$ cat src/rtl/irqv_pkg.sv
package irqv_pkg;
  typedef struct packed {
    logic       avec;
    logic [1:0] rsvd;
    logic [2:0] level;
    logic [1:0] prio;
  } ctl_byte_t;
endpackage

$ cat src/rtl/irqv_regs.sv
module irqv_regs
  import irqv_pkg::*;
#(
  parameter int NUM_SRC   = 18,
  parameter int NUM_CTL   = 12,
  parameter int ADDR_W    = 10,
  parameter int DATA_W    = 32,
  parameter int PEND_ADDR = 'h40,
  parameter int MASK_ADDR = 'h44,
  parameter int CTL_BASE  = 'h4C
) (
  input  logic                    clk,
  input  logic                    rst,
  input  logic                    bus_wr,
  input  logic                    bus_rd,
  input  logic [ADDR_W-1:0]       bus_addr,
  input  logic [DATA_W-1:0]       bus_wdata,
  output logic [DATA_W-1:0]       bus_rdata,
  input  logic [NUM_SRC-1:0]      src_assert,
  input  logic [NUM_SRC-1:0]      ack_clr,
  output logic [NUM_SRC-1:0]      pend_q,
  output logic [NUM_SRC-1:0]      mask_q,
  output ctl_byte_t [NUM_CTL-1:0] ctl_q
);
  localparam int PAD_W = DATA_W - NUM_SRC;

  logic              wr_pend, wr_mask;
  logic [NUM_SRC-1:0] pend_n;
  logic [DATA_W-1:0]  rd_mux;
  logic               wdata_unused;

  assign wr_pend      = bus_wr && (bus_addr == ADDR_W'(PEND_ADDR));
  assign wr_mask      = bus_wr && (bus_addr == ADDR_W'(MASK_ADDR));
  assign wdata_unused = ^bus_wdata[DATA_W-1:NUM_SRC];

  // set has priority over both clear paths; bit 0 never holds a source
  always_comb begin
    pend_n = pend_q;
    if (wr_pend) pend_n = pend_n & ~bus_wdata[NUM_SRC-1:0];
    pend_n    = pend_n & ~ack_clr;
    pend_n    = pend_n | src_assert;
    pend_n[0] = 1'b0;
  end

  always_ff @(posedge clk) begin
    if (rst) begin
      pend_q <= '0;
      mask_q <= '1;
    end else begin
      pend_q <= pend_n;
      if (wr_mask) mask_q <= bus_wdata[NUM_SRC-1:0];
    end
  end

  for (genvar i = 0; i < NUM_CTL; i++) begin : g_ctl
    always_ff @(posedge clk) begin
      if (rst)
        ctl_q[i] <= '0;
      else if (bus_wr && (bus_addr == ADDR_W'(CTL_BASE + i)))
        ctl_q[i] <= bus_wdata[7:0];
    end
  end

  always_comb begin
    rd_mux = '0;
    if (bus_addr == ADDR_W'(PEND_ADDR)) rd_mux = {{PAD_W{1'b0}}, pend_q};
    if (bus_addr == ADDR_W'(MASK_ADDR)) rd_mux = {{PAD_W{1'b0}}, mask_q};
    for (int i = 0; i < NUM_CTL; i++)
      if (bus_addr == ADDR_W'(CTL_BASE + i))
        rd_mux = {{(DATA_W-8){1'b0}}, ctl_q[i]};
  end

  always_ff @(posedge clk) begin
    if (rst)         bus_rdata <= '0;
    else if (bus_rd) bus_rdata <= rd_mux;
  end


  mask_reset_chk: assert property (@(posedge clk) $past(rst) |-> (mask_q == '1 && pend_q == '0));


  src_set_chk: assert property (@(posedge clk) disable iff (rst)
    (|src_assert[NUM_SRC-1:1]) |=>
      ((pend_q & $past({src_assert[NUM_SRC-1:1], 1'b0})) == $past({src_assert[NUM_SRC-1:1], 1'b0})));


  w1c_clear_chk: assert property (@(posedge clk) disable iff (rst)
    wr_pend |=> ((pend_q & $past(bus_wdata[NUM_SRC-1:0] & ~src_assert)) == '0));
endmodule

$ cat src/rtl/irqv_scan.sv
module irqv_scan #(
  parameter int NUM_SRC       = 18,
  parameter int FIRST_CTL_SRC = 8,
  parameter int LVL_W         = 3,
  localparam int NUM_MAP      = NUM_SRC - FIRST_CTL_SRC,
  localparam int IDX_W        = $clog2(NUM_SRC)
) (
  input  logic [NUM_SRC-1:0]            elig,
  input  logic [NUM_MAP-1:0][LVL_W-1:0] cfg_lvl,
  input  logic [NUM_MAP-1:0]            cfg_av,
  input  logic [LVL_W-1:0]              level,
  output logic                          found,
  output logic [IDX_W-1:0]              win_idx,
  output logic                          win_avec
);
  logic [LVL_W-1:0] src_lvl [NUM_SRC];
  logic             src_av  [NUM_SRC];

  for (genvar s = 0; s < NUM_SRC; s++) begin : g_src
    if (s < FIRST_CTL_SRC) begin : g_ext
      assign src_lvl[s] = LVL_W'(s);
      assign src_av[s]  = 1'b1;
    end else begin : g_cfg
      assign src_lvl[s] = cfg_lvl[s-FIRST_CTL_SRC];
      assign src_av[s]  = cfg_av[s-FIRST_CTL_SRC];
    end
  end

  // descending walk: the lowest matching index is written last
  always_comb begin
    found    = 1'b0;
    win_idx  = '0;
    win_avec = 1'b0;
    for (int s = NUM_SRC - 1; s >= 0; s--) begin
      if (elig[s] && (src_lvl[s] == level)) begin
        found    = 1'b1;
        win_idx  = IDX_W'(s);
        win_avec = src_av[s];
      end
    end
  end
endmodule

$ cat src/rtl/irqv_vecgen.sv
module irqv_vecgen #(
  parameter int LVL_W     = 3,
  parameter int VEC_W     = 8,
  parameter int AVEC_BASE = 24
) (
  input  logic             clk,
  input  logic             rst,
  input  logic             iack_valid,
  input  logic [LVL_W-1:0] iack_level,
  input  logic             found,
  input  logic             win_avec,
  input  logic [LVL_W-1:0] ref_level,
  input  logic [VEC_W-1:0] dev_vector,
  output logic             vector_valid,
  output logic [VEC_W-1:0] vector
);
  logic [VEC_W-1:0] vec_n;

  always_comb begin
    if (!found)                      vec_n = '0;
    else if (win_avec)               vec_n = VEC_W'(AVEC_BASE) + VEC_W'(iack_level);
    else if (iack_level == ref_level) vec_n = dev_vector;
    else                             vec_n = '0;
  end

  always_ff @(posedge clk) begin
    if (rst) begin
      vector_valid <= 1'b0;
      vector       <= '0;
    end else begin
      vector_valid <= iack_valid;
      if (iack_valid) vector <= vec_n;
    end
  end
endmodule

$ cat src/rtl/irq_vector_resolver.sv
module irq_vector_resolver
  import irqv_pkg::*;
#(
  parameter int NUM_SRC       = 18,
  parameter int FIRST_CTL_SRC = 8,
  parameter int NUM_CTL       = 12,
  parameter int REF_CTL       = 4,
  parameter int ADDR_W        = 10,
  parameter int DATA_W        = 32,
  parameter int VEC_W         = 8,
  parameter int AVEC_BASE     = 24,
  parameter int PEND_ADDR     = 'h40,
  parameter int MASK_ADDR     = 'h44,
  parameter int CTL_BASE      = 'h4C
) (
  input  logic               clk,
  input  logic               rst,
  input  logic               bus_wr,
  input  logic               bus_rd,
  input  logic [ADDR_W-1:0]  bus_addr,
  input  logic [DATA_W-1:0]  bus_wdata,
  output logic [DATA_W-1:0]  bus_rdata,
  input  logic [NUM_SRC-1:0] src_assert,
  input  logic [VEC_W-1:0]   dev_vector,
  input  logic               iack_valid,
  input  logic [2:0]         iack_level,
  output logic               vector_valid,
  output logic [VEC_W-1:0]   vector
);
  localparam int LVL_W   = 3;
  localparam int NUM_MAP = NUM_SRC - FIRST_CTL_SRC;
  localparam int IDX_W   = $clog2(NUM_SRC);

  logic [NUM_SRC-1:0]            pend_q, mask_q, ack_clr;
  ctl_byte_t [NUM_CTL-1:0]       ctl_q;
  logic [NUM_MAP-1:0][LVL_W-1:0] cfg_lvl;
  logic [NUM_MAP-1:0]            cfg_av;
  logic                          found, win_avec;
  logic [IDX_W-1:0]              win_idx;
  logic                          ctl_unused;

  irqv_regs #(
    .NUM_SRC(NUM_SRC), .NUM_CTL(NUM_CTL), .ADDR_W(ADDR_W), .DATA_W(DATA_W),
    .PEND_ADDR(PEND_ADDR), .MASK_ADDR(MASK_ADDR), .CTL_BASE(CTL_BASE)
  ) u_regs (
    .clk(clk), .rst(rst), .bus_wr(bus_wr), .bus_rd(bus_rd), .bus_addr(bus_addr),
    .bus_wdata(bus_wdata), .bus_rdata(bus_rdata), .src_assert(src_assert),
    .ack_clr(ack_clr), .pend_q(pend_q), .mask_q(mask_q), .ctl_q(ctl_q)
  );

  for (genvar m = 0; m < NUM_MAP; m++) begin : g_map
    assign cfg_lvl[m] = ctl_q[m].level;
    assign cfg_av[m]  = ctl_q[m].avec;
  end
  assign ctl_unused = ^ctl_q;

  irqv_scan #(
    .NUM_SRC(NUM_SRC), .FIRST_CTL_SRC(FIRST_CTL_SRC), .LVL_W(LVL_W)
  ) u_scan (
    .elig(pend_q & ~mask_q), .cfg_lvl(cfg_lvl), .cfg_av(cfg_av),
    .level(iack_level), .found(found), .win_idx(win_idx), .win_avec(win_avec)
  );

  always_comb begin
    ack_clr = '0;
    if (iack_valid && found && !win_avec) ack_clr[win_idx] = 1'b1;
  end

  irqv_vecgen #(
    .LVL_W(LVL_W), .VEC_W(VEC_W), .AVEC_BASE(AVEC_BASE)
  ) u_vec (
    .clk(clk), .rst(rst), .iack_valid(iack_valid), .iack_level(iack_level),
    .found(found), .win_avec(win_avec), .ref_level(ctl_q[REF_CTL].level),
    .dev_vector(dev_vector), .vector_valid(vector_valid), .vector(vector)
  );


  strobe_follow_chk: assert property (@(posedge clk) disable iff (rst)
    iack_valid |=> vector_valid);


  strobe_idle_chk: assert property (@(posedge clk) disable iff (rst)
    !iack_valid |=> !vector_valid);


  avec_value_chk: assert property (@(posedge clk) disable iff (rst)
    (iack_valid && found && win_avec) |=> (vector == VEC_W'(AVEC_BASE) + VEC_W'($past(iack_level))));


  no_match_zero_chk: assert property (@(posedge clk) disable iff (rst)
    (iack_valid && !found) |=> (vector == '0));


  ack_clear_chk: assert property (@(posedge clk) disable iff (rst)
    (iack_valid && found && !win_avec && !src_assert[win_idx]) |=> !pend_q[$past(win_idx)]);
endmodule

$ cat config.mk
export PLATFORM = sky130hd
export DESIGN_NAME = irq_vector_resolver
export DESIGN_NICKNAME = d
export VERILOG_FILES = /design/src/rtl/irqv_pkg.sv /design/src/rtl/irqv_regs.sv /design/src/rtl/irqv_scan.sv /design/src/rtl/irqv_vecgen.sv /design/src/rtl/irq_vector_resolver.sv
export SDC_FILE = /design/constraint.sdc
export NUM_CORES = 1
export LEC_CHECK = 0
export ABC_AREA = 1
export BUFFER_PORTS_ARGS = -buffer_cell sky130_fd_sc_hd__buf_2
export CORE_UTILIZATION = 35
export CTS_BUF_LIST = sky130_fd_sc_hd__clkbuf_8
export CTS_CLUSTER_SIZE = 16
export DETAILED_ROUTE_END_ITERATION = 8
export PLACE_DENSITY_LB_ADDON = 0.25
export SLEW_MARGIN = 20
export SYNTH_ARGS = -nofsm -noshare
export SYNTH_HDL_FRONTEND = slang
export SYNTH_SLANG_ARGS = --single-unit
$ cat constraint.sdc
create_clock -name clk -period 2.2 [get_ports clk]
set_input_delay 0.11 -clock clk [delete_from_list [all_inputs] [get_ports clk]]
set_output_delay 0.11 -clock clk [all_outputs]
set_load 0.005 [all_outputs]
==> flow_summary.toml, run 1 <==
[global_routing]
antenna_found_initial = 0
track_usage = 0.2244
grt_overflow = 0
grt_pass1_vias = 7424
grt_first_pass_wirelength_um = 39070
grt_max_degree = 62

[clocking]
cts_tree = "built"
cts.sinks = 158
insertion_delay_ps = 480
htree_levels = 4
path_clk_slew_ps = 100
cts_buffers = 17
root_buffer = "clkbuf_8"
clk_path_buf_depth = 2

[synthesis]
synth_flop_cell = "dfxtp_1"
async_flop_share = 0
avgSynthCellArea_um2 = 6.992
yosysWarnings = 0
synthTopCellsByArea = "dfxtp_1 (40%), nand2_1 (11%), a21oi_1 (9.3%)"
synth_top_area_cell = "dfxtp_1"
synth_cells = 1119
ys_types = 47
ys_seq_area_frac = 0.4043
ys_seq_elements = 158
synth.top_cell.area_share = 0.4043
synth_edf_count = 0
synthesis.area_um2 = 7824

[pwr]
power_density_nw_per_um2 = 545.6
power_leakage_uw = 0.004251
irDropWorstVdd_v = 0.0003360

[placed_design]
dp_hpwl_um = 18650
dp_cells = 1535
gp_congestion = 0.9114
dp_slack_ps = -126.5
placed_area_um2 = 9037
port_buffers = 87

[timing]
min_period_ps = 2194
max_freq_mhz = 455.8
maxSlewViolCount = 0
setup-violations-final = 0
setup_tns_ps = 0
rsz0062_at_grt = "yes"
fin_skew_ps = 14.06
slew_headroom = 0.4466
hold_violations = 0
worst_pin_slew_ps = 823.3
postLayoutSetupSlackWorst_ps = 6.204
period_share = 0.9972

[layout]
nets = 1398
final_layout_size_suffix_gt1_frac = 0.2181
final_util = 0.4554
instances_no_fill = 1614
diodes = 0
area_growth_syn_to_layout_pct = 27.41
final_area_um2 = 9968

[drt]
firstDrtPassIters = 8
drt_wl_total_um = 25380
via_count = 8019
drcViolationCount = 0
ant_nets = 0
first_iter_violations = 445
wl_per_cell_um = 15.72
drt-vias-per-instance = 4.968

[die]
io_pins = 117
start_util = 0.3574
fp-row-count = 54
die_w_um = 151.5
core_area_um2 = 21890
die_h_um = 151.5
die_area_um2 = 22960

[worst_hold_path]
holdCritPathClass = "in2reg"

[setup_path]
cpPeakStageDelay_ps = 340
required_ps = 2540
path_class = "reg2reg"
start_kind = "flip-flop"
crit_arrival_ps = 2540
path_cells = "xor2_1 -> nor3_4 -> nand3_2 -> o21ai_2 -> inv_1 -> nand2_1 -> nand2_1 -> nand2_1 -> nand2_1 -> nand2_2 -> nand3_4 -> nor2_4 -> nand4_1 -> nand2_1 -> a21oi_1"
critical_path_peak_fanout = 5
end_kind = "flip-flop"
cpMaxStageDelayCell = "dfxtp_1"
cpMostUsedCell = "nand2_1"

[flow_run]
cap_viol_max_count = 0

[outcome]
status = "completed"
==> registers in the layout, indices dropped and copies added, names as in the netlist <==
| register | flops |
|---|---|
| u_regs.ctl_q | 96 |
| u_regs.bus_rdata | 18 |
| u_regs.mask_q | 18 |
| u_regs.pend_q | 17 |
| u_vec.vector | 8 |
| u_vec.vector_valid | 1 |
==> through the flow <==
stage / hold WS (ps) / power [uW]
CTS: 1.407 / 5456
global route: 41.23 / 5611
global placement: 322.5 / 3368
detailed placement: 331.2 / 3369
floorplan: 227.4 / 3196
finish: 21.23 / 5439
==> worst paths after layout <==
kind | cells after the start | startpoint | to | slack, ps
max | 15 | u_regs.ctl_q[34]$_SDFFE_PP0P_ | u_regs.pend_q[16]$_SDFF_PP0_ | 6
min | 3 | bus_wdata[4] | u_regs.ctl_q[36]$_SDFFE_PP0P_ | 20
min reg2reg | 2 | u_regs.ctl_q[73]$_SDFFE_PP0P_ | u_regs.ctl_q[73]$_SDFFE_PP0P_ | 450
max reg2reg | 15 | u_regs.ctl_q[34]$_SDFFE_PP0P_ | u_regs.pend_q[16]$_SDFF_PP0_ | 6
==> timing repair <==
action / 4_1_cts / 5_1_grt
pin swaps: 3 / 12
buffers inserted: 1 / 6
setup endpoints to repair: 5 / 16
hold endpoints to repair: 54 / 0
hold buffers: 41 / 0
gates resized for setup: 5 / 34
==> cell usage in the layout (no fill, tap or decap), types with 7 or more instances in the layout <==
master         Yosys  layout
nand2_2            3       7
o22ai_1            7       7
nand3_2            3       8
dfxtp_2            0       7
buf_2              1      87
o21ai_0           98      98
nor2_1           111     107
nand2_1          229     224
a21oi_1          145     144
nand3_1           41      35
inv_2              2       8
nor3_1            13      12
inv_1            122     115
clkbuf_8           2      18
nor4_2             8       7
dlygate4sd3_1      0      41
conb_1             1      14
o211ai_1          19      19
buf_4             15     103
clkinv_1          11      11
nand4_1           15      15
a211oi_1          17      17
dfxtp_1          158     151
==> logic make-up after synthesis <==
kind of cell           after synthesis  share of synthesized area
AO/OA/AOI/OAI                      304                     0.2149
XOR/XNOR                            10                    0.01216
buffers and inverters              198                     0.1118
flip-flops                         158                     0.4043
other                                1                  0.0004793
AND/OR/NAND/NOR                    448                     0.2564
==> area by class of cell <==
type	instances	area, um2
Tap cell	280	350.3
Clock inverter	13	107.6
Clock buffer	18	247.7
Multi-Input combinational cell	776	3929
Inverter	136	520.5
Timing Repair Buffer	233	1642
Fill cell	2268	11920
Sequential cell	158	3172
==> cell usage after synthesis, types with 7 or more instances <==
master / number
o211ai_1: 19
a211oi_1: 17
nor4_2: 8
clkbuf_1: 39
nand4_1: 15
nand2_1: 229
nand3_1: 41
dfxtp_1: 158
nor2_1: 111
a21oi_1: 145
inv_1: 122
nor3_1: 13
clkinv_1: 11
o22ai_1: 7
o21ai_0: 98
buf_4: 15
==> where the power goes <==
group / internal [uW] / leakage (uW) / switching (uW)
Clock: 828 / 0.000176 / 1240
Sequential: 2880 / 0.00128 / 11.9
Combinational: 192 / 0.00279 / 283
==> critical path, delay by kind of cell, from the launching register on <==
kind	cells	cell delay, ps
xor gates and xnor gates	1	190
buffers and inverters	1	50
and+or+nand+nor	11	1280
DFF	1	340
AOI/OAI and AO/OA	2	200
==> routing by layer <==
| layer | track usage | wire length (um) |
|---|---|---|
| met1 | 0.3004 | 12120 |
| met4 | 0.06782 | 465 |
| met3 | 0.03533 | 1316 |
| met5 | 0 | 0 |
| met2 | 0.3694 | 11480 |
No activity file was read; power rests on OpenSTA's default activity.
==> run 2: changes to the inputs <==
--- a/config.mk
+++ b/config.mk
@@ -11,7 +11,7 @@
 export CTS_BUF_LIST = sky130_fd_sc_hd__clkbuf_8
 export CTS_CLUSTER_SIZE = 16
 export DETAILED_ROUTE_END_ITERATION = 8
-export PLACE_DENSITY_LB_ADDON = 0.25
+export PLACE_DENSITY = 0.59
 export SLEW_MARGIN = 20
 export SYNTH_ARGS = -nofsm -noshare
 export SYNTH_HDL_FRONTEND = slang
==> constraint.sdc (replaced) <==
create_clock -name clk -period 2.2 [get_ports clk]
set_input_delay 0.44 -clock clk [delete_from_list [all_inputs] [get_ports clk]]
set_output_delay 0.44 -clock clk [all_outputs]
set_load 0.005 [all_outputs]
==> run 2 against run 1 <==
Effect of this change:
- power increased by 3.4%
- fmax is 1.4% higher
- highest routed layer unchanged
- critical path type unchanged
- critical endpoint is now u_regs.pend_q[14]$_SDFF_PP0_
- first-iteration DRC count is 11% higher
==> flow_summary.toml, run 2 (synthesis results as in run 1) <==
[layout]
area_growth_syn_to_layout_pct = 24.12
largest_register = "u_regs.ctl_q"
largest_reg_flops = 96
final_area_um2 = 9711
nets = 1363
diodes = 0
reg.largest.list = "u_regs.ctl_q: 96 flops, u_regs.bus_rdata: 18 flops, u_regs.mask_q: 18 flops"
most-common-layout-cells = "nand2_1 (227), dfxtp_1 (152), a21oi_1 (144), inv_1 (117), nor2_1 (106)"
final_util = 0.4436
final_layout_size_suffix_gt1_frac = 0.2254
mostFrequentLayoutCell = "nand2_1"

[pwr]
combPwrFrac = 0.075
p_switching_uw = 1545
power_leakage_uw = 0.004160
cell_internal_pwr_uw = 4081
power_density_nw_per_um2 = 579.4
pwr-share-seq = 0.515
clkPwrFrac = 0.410
irDropWorstVdd_v = 0.0003560
p_sw_frac = 0.2747
power_uw = 5626

[die]
fp-row-count = 54
start_util = 0.3574
die_h_um = 151.5
io_pins = 117
die_area_um2 = 22960
core_area_um2 = 21890
die_w_um = 151.5

[timing]
period_share = 0.9837
slew_headroom = 0.5201
rsz0062_at_grt = "yes"
worst_pin_slew_ps = 719.9
min_period_ps = 2164
hold_violations = 0
setup-violations-final = 0
max_freq_mhz = 462.1
fin_worst_hold_slack_ps = 179.4
fin_skew_ps = 16.03
maxSlewViolCount = 0

[setup_path]
reg2regPathDepth = 15
endpoint = "u_regs.pend_q[14]$_SDFF_PP0_"
cp.depth = 15
critical_path_peak_fanout = 5
rrSetupSlack_ps = 40
required_ps = 2530
critPathBufInv = 1
reg2reg_from = "u_regs.ctl_q[34]$_SDFFE_PP0P_"
startpoint = "u_regs.ctl_q[34]$_SDFFE_PP0P_"
r2r-end = "u_regs.pend_q[14]$_SDFF_PP0_"
crit_family = "simple AND/OR/NAND/NOR gates"
cpMostUsedCell = "nand2_1"
end_kind = "flip-flop"
path_cells = "xor2_1 -> nor3_4 -> nand3_2 -> o21ai_2 -> inv_1 -> nand2_1 -> nand2_1 -> nand2_1 -> nand2_1 -> nand2_2 -> nand3_4 -> nor2_4 -> nand3_1 -> a21oi_1 -> nor2_1"
cpMaxStageDelayCell = "dfxtp_1"
path_class = "reg2reg"
crit_arrival_ps = 2500
start_kind = "flip-flop"
cpPeakStageDelay_ps = 340

[clocking]
clk_path_buf_depth = 2
cts_tree = "built"
cts.sinks = 158
path_clk_slew_ps = 90
root_buffer = "clkbuf_8"
htree_levels = 4
insertion_delay_ps = 470
cts_buffers = 17
holdBufCountCts = 0

[global_routing]
grt_first_pass_wirelength_um = 37490
track_usage = 0.2167
grt_pass1_vias = 7042
antenna_found_initial = 0
grt_max_degree = 62
grt_overflow = 0

[drt]
drcViolationCount = 0
first_iter_violations = 492
wl_per_cell_um = 15.47
drt_wl_total_um = 24440
ant_nets = 0
drt-vias-per-instance = 4.908
firstDrtPassIters = 5
via_count = 7754

[outcome]
status = "completed"

[flow_run]
cap_viol_max_count = 0

[placed_design]
gp_congestion = 0.8845
port_buffers = 87
placed_area_um2 = 9198
dp_hpwl_um = 18430

[worst_hold_path]
min_from = "src_assert[4]"
hold_depth = 3
holdCritPathClass = "in2reg"
## run 2: cell type report
type | count | area [um2]
clock inverters | 15 | 176.4
repair buffers | 198 | 1335
inverters | 136 | 525.5
well taps | 280 | 350.3
multi-input cells | 776 | 3919
fillers | 2309 | 12180
clock buffers | 17 | 234.0
flip-flops and latches | 158 | 3171
## run 2: repair_timing
| action | CTS | global route |
|---|---|---|
| setup endpoints to repair | 3 | 24 |
| setup buffers | 0 | 0 |
| gates resized for setup | 2 | 32 |
| pin swaps | 2 | 17 |
## run 2: routing by layer
metal  up-vias  share of wire  GRT usage
li1       4006              -          -
met3        40          0.057    0.03922
met5         -              0          0
met1      3497           0.48     0.2988
met4         0          0.020    0.07475
met2       211           0.44     0.3379
## run 2: metrics by stage
step / setup WS (ps) / setup TNS, ps / instances
2_1_floorplan: 14.80 / 0 / 1132
3_3_place_gp: -416.4 / -8448 / 1548
3_5_place_dp: -429.8 / -9498 / 1548
4_1_cts: 4.210 / 0 / 1580
5_1_grt: -173.5 / -1550 / 1580
6_report: 35.77 / 0 / 1580
## run 2: tightest hold or removal path, delay by kind of cell
kind                   cells  cell delay (ps)
buffers and inverters      1               80
AND/OR/NAND/NOR            2              100
## run 2: how the worst min path moves through the flow
stage                                    endpoint  slack (ps)
finish                u_regs.pend_q[4]$_SDFF_PP0_         180
global route         u_regs.pend_q[14]$_SDFF_PP0_         180
detailed placement  u_regs.ctl_q[78]$_SDFFE_PP0P_         440
CTS                   u_regs.pend_q[4]$_SDFF_PP0_         150
global placement    u_regs.ctl_q[81]$_SDFFE_PP0P_         430
floorplan           u_regs.ctl_q[81]$_SDFFE_PP0P_         420
## run 2: power by group through the flow
| stage | logic (uW) | registers [uW] | clock network [uW] |
|---|---|---|---|
| after floorplan | 239 | 2960 | 0 |
| after global routing | 463 | 2900 | 2470 |
| after CTS | 416 | 2900 | 2350 |
| after detailed placement | 414 | 2960 | 0 |
| after global placement | 411 | 2960 | 0 |
| final | 422 | 2900 | 2310 |
